$ cat src/rtl/evt_pkg.sv
package evt_pkg;
  localparam int CNT_W   = 64;
  localparam int DATA_W  = 64;
  // word addresses of the global registers
  localparam int A_CAPS  = 0;
  localparam int A_GCFG  = 1;
  localparam int A_STS   = 2;
  localparam int A_CNT   = 3;
  localparam int CH_BASE = 8;
  // channel config bit positions (decoded by software)
  localparam int B_LVL   = 1;
  localparam int B_IE    = 2;
  localparam int B_PER   = 3;
  localparam int B_CPER  = 4;
  localparam int B_C64   = 5;
  localparam int B_VSET  = 6;
  localparam int B_M32   = 8;
endpackage

$ cat src/rtl/evt_main_ctr.sv
module evt_main_ctr
  import evt_pkg::*;
(
  input  logic             clk,
  input  logic             rst,
  input  logic             run,
  input  logic             we,
  input  logic [CNT_W-1:0] wmask,
  input  logic [CNT_W-1:0] wdata,
  output logic [CNT_W-1:0] cnt
);
  always_ff @(posedge clk) begin
    if (rst)      cnt <= '0;
    else if (run) cnt <= cnt + CNT_W'(1);
    else if (we)  cnt <= (cnt & ~wmask) | (wdata & wmask);
  end

  AST_CNT_STEP: assert property (@(posedge clk) disable iff (rst)
    run |=> cnt == $past(cnt) + CNT_W'(1));
  AST_CNT_FROZEN: assert property (@(posedge clk) disable iff (rst)
    (!run && !we) |=> $stable(cnt));
  AST_CNT_NOWR: assert property (@(posedge clk) disable iff (rst)
    (run && we) |=> cnt != $past(wdata) || $past(wdata) == $past(cnt) + CNT_W'(1));
endmodule

$ cat src/rtl/evt_chan.sv
module evt_chan
  import evt_pkg::*;
#(
  parameter logic [31:0] ROUTE_MASK = 32'h00F0_0000
) (
  input  logic              clk,
  input  logic              rst,
  input  logic [CNT_W-1:0]  cnt,
  input  logic              run,
  input  logic              cfg_we,
  input  logic              cmp_we,
  input  logic [DATA_W-1:0] wmask,
  input  logic [DATA_W-1:0] wdata,
  input  logic              sts_clr,
  output logic [DATA_W-1:0] cfg_rd,
  output logic [DATA_W-1:0] cmp_rd,
  output logic              sts,
  output logic              irq
);
  logic              lvl, ie, per, vset, m32;
  logic [CNT_W-1:0]  cmp, ival, cmp_new, adv;
  logic              match, fire, sts_nxt;

  always_comb begin
    cfg_rd         = '0;
    cfg_rd[63:32]  = ROUTE_MASK;
    cfg_rd[B_LVL]  = lvl;
    cfg_rd[B_IE]   = ie;
    cfg_rd[B_PER]  = per;
    cfg_rd[B_CPER] = 1'b1;
    cfg_rd[B_C64]  = 1'b1;
    cfg_rd[B_VSET] = vset;
    cfg_rd[B_M32]  = m32;
  end

  assign cmp_rd  = cmp;
  assign cmp_new = (cmp & ~wmask) | (wdata & wmask);
  assign match   = m32 ? (cnt[31:0] == cmp[31:0]) : (cnt == cmp);
  assign fire    = run && match;
  assign adv     = m32 ? {32'b0, cmp[31:0] + ival[31:0]} : cmp + ival;

  always_comb begin
    if (!lvl)         sts_nxt = 1'b0;
    else if (fire)    sts_nxt = 1'b1;
    else if (sts_clr) sts_nxt = 1'b0;
    else              sts_nxt = sts;
  end

  always_ff @(posedge clk) begin
    if (rst) begin
      lvl <= 1'b0; ie <= 1'b0; per <= 1'b0; vset <= 1'b0; m32 <= 1'b0;
      cmp <= '0; ival <= '0; sts <= 1'b0; irq <= 1'b0;
    end else begin
      if (cfg_we) begin
        lvl  <= wdata[B_LVL];
        ie   <= wdata[B_IE];
        per  <= wdata[B_PER];
        vset <= wdata[B_VSET];
        m32  <= wdata[B_M32];
      end
      if (cmp_we) begin
        cmp <= cmp_new;
        if (!per || vset) ival <= cmp_new;
        if (per && vset)  vset <= 1'b0;
      end else if (fire && per) begin
        cmp <= adv;
      end
      sts <= sts_nxt;
      irq <= ie && (lvl ? sts_nxt : fire);
    end
  end

  AST_EDGE_NOSTS: assert property (@(posedge clk) disable iff (rst)
    (!lvl && !cfg_we) |=> !sts);
  AST_STS_HOLD: assert property (@(posedge clk) disable iff (rst)
    (lvl && sts && !sts_clr && !cfg_we) |=> sts);
  AST_ONESHOT_CMP: assert property (@(posedge clk) disable iff (rst)
    (fire && !per && !cmp_we) |=> $stable(cmp));
  AST_IRQ_GATE: assert property (@(posedge clk) disable iff (rst)
    (!ie && !cfg_we) |=> !irq);
  AST_VSET_CLR: assert property (@(posedge clk) disable iff (rst)
    (cmp_we && per && vset) |=> !vset);
  AST_M32_UPPER: assert property (@(posedge clk) disable iff (rst)
    (m32 && per && fire && !cmp_we && !cfg_we) |=> cmp[63:32] == 32'b0);
endmodule

$ cat src/rtl/evt_timer.sv
module evt_timer
  import evt_pkg::*;
#(
  parameter int          NUM_CH     = 3,
  parameter int          ADDR_W     = 8,
  parameter logic [7:0]  REV_ID     = 8'h01,
  parameter logic [15:0] VENDOR_ID  = 16'hA5C3,
  parameter logic [31:0] PERIOD_FS  = 32'd5000000,
  parameter logic [31:0] ROUTE_MASK = 32'h00F0_0000
) (
  input  logic              clk,
  input  logic              rst,
  input  logic              req_wr,
  input  logic              req_rd,
  input  logic              acc32,
  input  logic [ADDR_W-1:0] addr,
  input  logic [DATA_W-1:0] wdata,
  output logic [DATA_W-1:0] rdata,
  output logic              rvalid,
  output logic [NUM_CH-1:0] irq
);
  localparam logic [DATA_W-1:0] CAPS =
    {PERIOD_FS, VENDOR_ID, 1'b0, 1'b0, 1'b1, 5'(NUM_CH - 1), REV_ID};
  localparam logic [DATA_W-1:0] LOW_MASK = {32'b0, 32'hFFFF_FFFF};

  logic [DATA_W-1:0] wmask, rd_mux;
  logic [CNT_W-1:0]  cnt;
  logic              gen;
  logic [NUM_CH-1:0] ch_sts;
  logic [DATA_W-1:0] ch_cfg [NUM_CH];
  logic [DATA_W-1:0] ch_cmp [NUM_CH];
  logic              sts_we;

  assign wmask  = acc32 ? LOW_MASK : '1;
  assign sts_we = req_wr && (addr == ADDR_W'(A_STS));

  always_ff @(posedge clk) begin
    if (rst) gen <= 1'b0;
    else if (req_wr && addr == ADDR_W'(A_GCFG)) gen <= wdata[0];
  end

  evt_main_ctr u_ctr (
    .clk   (clk),
    .rst   (rst),
    .run   (gen),
    .we    (req_wr && addr == ADDR_W'(A_CNT)),
    .wmask (wmask),
    .wdata (wdata),
    .cnt   (cnt)
  );

  for (genvar g = 0; g < NUM_CH; g++) begin : g_ch
    evt_chan #(.ROUTE_MASK(ROUTE_MASK)) u_ch (
      .clk     (clk),
      .rst     (rst),
      .cnt     (cnt),
      .run     (gen),
      .cfg_we  (req_wr && addr == ADDR_W'(CH_BASE + 2*g)),
      .cmp_we  (req_wr && addr == ADDR_W'(CH_BASE + 2*g + 1)),
      .wmask   (wmask),
      .wdata   (wdata),
      .sts_clr (sts_we && wdata[g]),
      .cfg_rd  (ch_cfg[g]),
      .cmp_rd  (ch_cmp[g]),
      .sts     (ch_sts[g]),
      .irq     (irq[g])
    );
  end

  always_comb begin
    rd_mux = '0;
    if (addr == ADDR_W'(A_CAPS)) rd_mux = CAPS;
    if (addr == ADDR_W'(A_GCFG)) rd_mux = DATA_W'(gen);
    if (addr == ADDR_W'(A_STS))  rd_mux = DATA_W'(ch_sts);
    if (addr == ADDR_W'(A_CNT))  rd_mux = cnt;
    for (int n = 0; n < NUM_CH; n++) begin
      if (addr == ADDR_W'(CH_BASE + 2*n))     rd_mux = ch_cfg[n];
      if (addr == ADDR_W'(CH_BASE + 2*n + 1)) rd_mux = ch_cmp[n];
    end
  end

  always_ff @(posedge clk) begin
    if (rst) begin
      rdata  <= '0;
      rvalid <= 1'b0;
    end else begin
      rvalid <= req_rd;
      if (req_rd) rdata <= acc32 ? (rd_mux & LOW_MASK) : rd_mux;
    end
  end

  AST_RD_LATENCY: assert property (@(posedge clk) disable iff (rst)
    req_rd |=> rvalid);
  AST_RD32_UPPER: assert property (@(posedge clk) disable iff (rst)
    (req_rd && acc32) |=> rdata[63:32] == 32'b0);
endmodule

$ cat config.mk
export PLATFORM = sky130hd
export DESIGN_NAME = evt_timer
export DESIGN_NICKNAME = d
export VERILOG_FILES = /design/src/rtl/evt_pkg.sv /design/src/rtl/evt_main_ctr.sv /design/src/rtl/evt_chan.sv /design/src/rtl/evt_timer.sv
export SDC_FILE = /design/constraint.sdc
export NUM_CORES = 2
export LEC_CHECK = 0
export ABC_AREA = 1
export BUFFER_PORTS_ARGS = -buffer_cell sky130_fd_sc_hd__buf_2
export CELL_PAD_IN_SITES_DETAIL_PLACEMENT = 1
export CELL_PAD_IN_SITES_GLOBAL_PLACEMENT = 1
export CORE_UTILIZATION = 40
export CTS_CLUSTER_SIZE = 12
export DETAILED_ROUTE_END_ITERATION = 10
export PLACE_DENSITY_LB_ADDON = 0.1
export SLEW_MARGIN = 0
export SYNTH_ARGS = -nofsm -noshare
export SYNTH_HDL_FRONTEND = slang
export SYNTH_SLANG_ARGS = --single-unit
$ cat constraint.sdc
create_clock -name clk -period 2.3 [get_ports clk]
set_input_delay 0.46 -clock clk [delete_from_list [all_inputs] [get_ports clk]]
set_output_delay 0.46 -clock clk [all_outputs]
set_load 0.02 [all_outputs]
==> run_results.csv, run 1 <==
group,metric,value,unit
synthesis,synthesis.nets,8881,
place,placed_cells,11586,
synthesis,synth_edf_count,0,
synthesis,ys_ff_latch,535,
floorplan,fp.dieW,348,um
synthesis,yosysUniqueCellTypes,58,
clock_tree,clock_path_buffers,3,
synthesis,synth_top_cell_area_share,23.4,%
synthesis,avgSynthCellArea,5.56,um2
grt,grt_pass1_wl,622000,um
run_status,haltStage,"global routing (5_1_grt)",
place,gp_congestion,1.14,
floorplan,core.rowCount,126,
clock_tree,ctsHtreeMaxLevel,3,
synthesis,yosys.area.top_type,"nand2_1",
clock_tree,cts_root_buffer,"clkbuf_16",
floorplan,die_h,348,um
synthesis,synth.area.top_cells,"nand2_1 (23%), dfxtp_1 (22%), inv_1 (11%)",
grt,grt_max_degree,108,
grt,grt_overflow_total,10,
clock_tree,clock_sinks,535,
place,dpl_worst_slack,-838,ps
run_status,status,"did not finish",
grt,grt_util_all_layers,71.0,%
clock_tree,cts_buffers,72,
floorplan,io_pins,145,
place,placed_cell_area,61800,um2
synthesis,async_flop_share,0,%
place,portBuffers,144,
place,hpwl,267000,um
synthesis,ys_seq_area_share,22.4,%
grt,grt_pass1_vias,84949,
synthesis,synthFlopType,"dfxtp_1",
run_status,tool.error,"[ERROR GRT-0116] Global routing finished with congestion. Check the congestion regions in the DRC Viewer.",
synthesis,syn_inst,8611,
synthesis,netlist_area,47900,um2
synthesis,ys_warn_count,0,
floorplan,start_util,40.4,%
-- logic make-up after synthesis --
| group | Yosys count | share of synthesized area [%] |
|---|---|---|
| DFF | 535 | 22.4 |
| buffers and inverters | 1733 | 14.2 |
| adders and majority gates | 193 | 5.09 |
| and+or+nand+nor | 4660 | 39.8 |
| xor gates and xnor gates | 200 | 3.66 |
| AOI/OAI and AO/OA | 1290 | 14.8 |
-- synthesized netlist by cell type (34+ instances only) --
cell type / count
clkbuf_1: 159
nand2_1: 2983
nand3_1: 494
xnor2_1: 157
nand4_1: 137
xor2_1: 43
dfxtp_1: 535
a31oi_1: 35
inv_1: 1381
o21ai_0: 449
nor3_1: 90
a21oi_1: 594
buf_2: 107
nand3b_1: 34
inv_2: 36
a211oi_1: 48
ha_1: 190
nor2_1: 807
-- repair_timing --
item                                     CTS
hold buffers                               0
gates resized for setup                 1241
buffers inserted                         124
endpoints found under the setup margin   233
gates cloned                              17
pin swaps                                232
endpoints found under the hold margin      0
-- metrics by stage --
step | setup TNS [ps] | util (%)
after CTS | -13120 | 59.5
after detailed placement | -116350 | 52.2
after global placement | -71270 | 52.2
after floorplan | 0 | -
-- per-layer routing --
| layer | global-route usage (%) | overflow |
|---|---|---|
| met5 | 25.2 | 0 |
| met4 | 69.6 | 7 |
| met3 | 51.3 | 0 |
| met2 | 89.7 | 3 |
| met1 | 72.3 | 0 |
==> run 2, diff against run 1 <==
Settings changed: CELL_PAD_IN_SITES_DETAIL_PLACEMENT 1 to unset, CELL_PAD_IN_SITES_GLOBAL_PLACEMENT 1 to unset, CORE_UTILIZATION 40 to 25, CTS_CLUSTER_SIZE 12 to unset, PLACE_DENSITY_LB_ADDON 0.1 to 0.15.
Clock period 2.3 ns to 3 ns, I/O delays scaled along.
==> run_results.csv, run 2 <==
group,metric,value,unit
run_status,status,"completed",
setup_path,r2r_slack,70,ps
grt,grt_pass1_wl,435000,um
place,gp_congestion,0.999,
sta,whs,208,ps
floorplan,core_area,190000,um2
clock_tree,worstSkewPairLatency,740,ps
clock_tree,cts_buffers,78,
clock_tree,path_clk_slew,60,ps
clock_tree,clock_sinks,535,
sta,setup_ws,70.5,ps
floorplan,core.rowCount,160,
place,placed_cell_area,55600,um2
synthesis,yosys-top-cells-count,"nand2_1 (2983), inv_1 (1381), nor2_1 (807)",
synthesis,yosysUniqueCellTypes,58,
route,route.vias.total,58850,
synthesis,avgSynthCellArea,5.56,um2
run,cap_viol_max_count,0,
synthesis,ys_seq_area_share,22.4,%
power_and_ir_drop,cellLeakagePower,29.1,nW
setup_path,critical_path_arrival,3480,ps
power_and_ir_drop,clkPwrFrac,55.7,%
power_and_ir_drop,pwr-share-seq,38.4,%
synthesis,ys_warn_count,0,
grt,grt_util_all_layers,32.0,%
route,drc,0,
power_and_ir_drop,swShare,27.3,%
route,detail-route-antenna-nets,0,
setup_path,cp_max_fo,5,
place,placed_cells,11575,
synthesis,netlist_area,47900,um2
sta,hold_viol_final,0,
final_layout,final_cells,11733,
sta,drv_slew,0,
grt,grt_pass1_vias,57050,
final_layout,synthToLayoutAreaGrowth,22.3,%
clock_tree,clock_path_buffers,3,
power_and_ir_drop,irDropWorstVdd,0.340,mV
setup_path,worstSetupEndpointType,"register",
synthesis,syn_inst,8611,
floorplan,dieArea,193000,um2
synthesis,async_flop_share,0,%
sta,tightest_slew,1230,ps
floorplan,io_pins,145,
final_layout,fin_area,58500,um2
power_and_ir_drop,p_comb_share,5.9,%
synthesis,synthFlopType,"dfxtp_1",
power_and_ir_drop,p_sw,5.11,mW
grt,antenna_found_initial,17,
place,dpl_worst_slack,-157,ps
clock_tree,cts_tree,"built",
final_layout,drive_gt1_share,11.7,%
synthesis,synthesis.nets,8881,
synthesis,yosysMostFrequentCell,"nand2_1",
grt,grt_max_degree,113,
route,dr.pass1.iters,6,
floorplan,fp.dieW,440,um
sta,finalSetupViolations,0,
sta,post-route-period-util,97.6,%
power_and_ir_drop,power_density,320,nW/um2
synthesis,synth.area.top_cells,"nand2_1 (23%), dfxtp_1 (22%), inv_1 (11%)",
power_and_ir_drop,power.internal,13.6,mW
setup_path,cp-start-kind,"register",
floorplan,start_util,25.2,%
synthesis,ys_ff_latch,535,
synthesis,synth_top_cell_area_share,23.4,%
setup_path,critical_path_class,"register to register",
clock_tree,cts_root_buffer,"clkbuf_16",
route,wl_per_cell,27.0,um
sta,fmax,341,MHz
place,hpwl,267000,um
route,drtIter0Drc,5416,
sta,rsz0062_at_grt,"false",
place,portBuffers,144,
sta,period_minus_slack,2930,ps
sta,slew_headroom,16.8,%
route,wl,317000,um
grt,grt_overflow_total,0,
setup_path,required,3550,ps
floorplan,die_h,440,um
synthesis,yosys.area.top_type,"nand2_1",
final_layout,fillers,22003,
sta,clock_skew,45.1,ps
clock_tree,ctsHtreeMaxLevel,3,
min_path,hp-class,"input pin to register",
power_and_ir_drop,total_power,18.7,mW
final_layout,layout_common_cells,"nand2_1 (2974), inv_1 (1376), nor2_1 (802)",
final_layout,num-nets-final,9415,
final_layout,final_common_cell,"nand2_1",
route,viasPerCell,5.02,
synthesis,synth_edf_count,0,
[run 2: cell counts after synthesis]
No cell type changed its count.
[run 2: repair_timing]
action / 4_1_cts / 5_1_grt
buffers inserted: 0 / 1
setup endpoints to repair: 43 / 57
hold buffers: 0 / 0
gates resized for setup: 11 / 29
pin swaps: 0 / 1
[run 2: cells by family after synthesis]
| logic type | after synthesis | share of synthesized area, % |
|---|---|---|
| buffers and inverters | 1733 | 14.2 |
| AO/OA/AOI/OAI | 1290 | 14.8 |
| AND/OR/NAND/NOR | 4660 | 39.8 |
| flip-flops | 535 | 22.4 |
| XOR/XNOR | 200 | 3.66 |
| adder cells (fa/ha/maj) | 193 | 5.09 |
[run 2: metal layers]
layer,vias to the layer above,GRT usage (%),share of wire [%]
met5,-,0,0.0022
met4,2,17.2,6.1
met3,509,3.56,5.9
met2,2156,52.9,46
met1,28029,40.5,42
li1,28154,-,-
[run 2: worst paths after layout]
| path | cells after the start | end | start |
|---|---|---|---|
| max | 11 | register | u_ctr.cnt[1] |
| min | 3 | g_ch[1].u_ch.ival[24] | wdata[24] |
| max reg2reg | 11 | register | u_ctr.cnt[1] |
| min reg2reg | 2 | g_ch[2].u_ch.ie | g_ch[2].u_ch.ie |
[run 2: critical path, cell delays in order (launching register included)]
cell	delay, ps
dfxtp_1	450
ha_1	220
nand3_1	250
buf_4	250
inv_1	150
nand2_1	180
nor4_1	510
buf_4	260
nand2_1	100
xor2_1	150
o21ai_0	150
a21oi_1	90
[run 2: layout make-up]
class	count	area, um2	share of cell area, %
flip-flops and latches	535	10700	18.3
inverters	1419	5340	9.12
well taps	2511	3140	5.37
repair buffers	768	6070	10.4
diodes	15	37.5	0.0641
clock buffers	95	2180	3.72
clock inverters	47	629	1.07
multi-input cells	6343	30400	52.0
[run 2: metrics by stage]
step | TNS [ps] | utilization (%)
6_report | 0 | 30.8
5_1_grt | 0 | 30.8
4_1_cts | 0 | 30.7
3_5_place_dp | -2030 | 29.2
3_3_place_gp | -3840 | 29.2
2_1_floorplan | 0 | -
[run 2: power by group through the flow]
stage | logic [mW] | clock network [mW] | registers, mW
floorplan | 0.392 | 0 | 7.33
global placement | 1.07 | 0 | 7.34
detailed placement | 1.07 | 0 | 7.34
CTS | 1.07 | 10.6 | 7.18
global route | 1.13 | 10.8 | 7.18
finish | 1.10 | 10.4 | 7.18
Power figures use the tool's default switching activity.
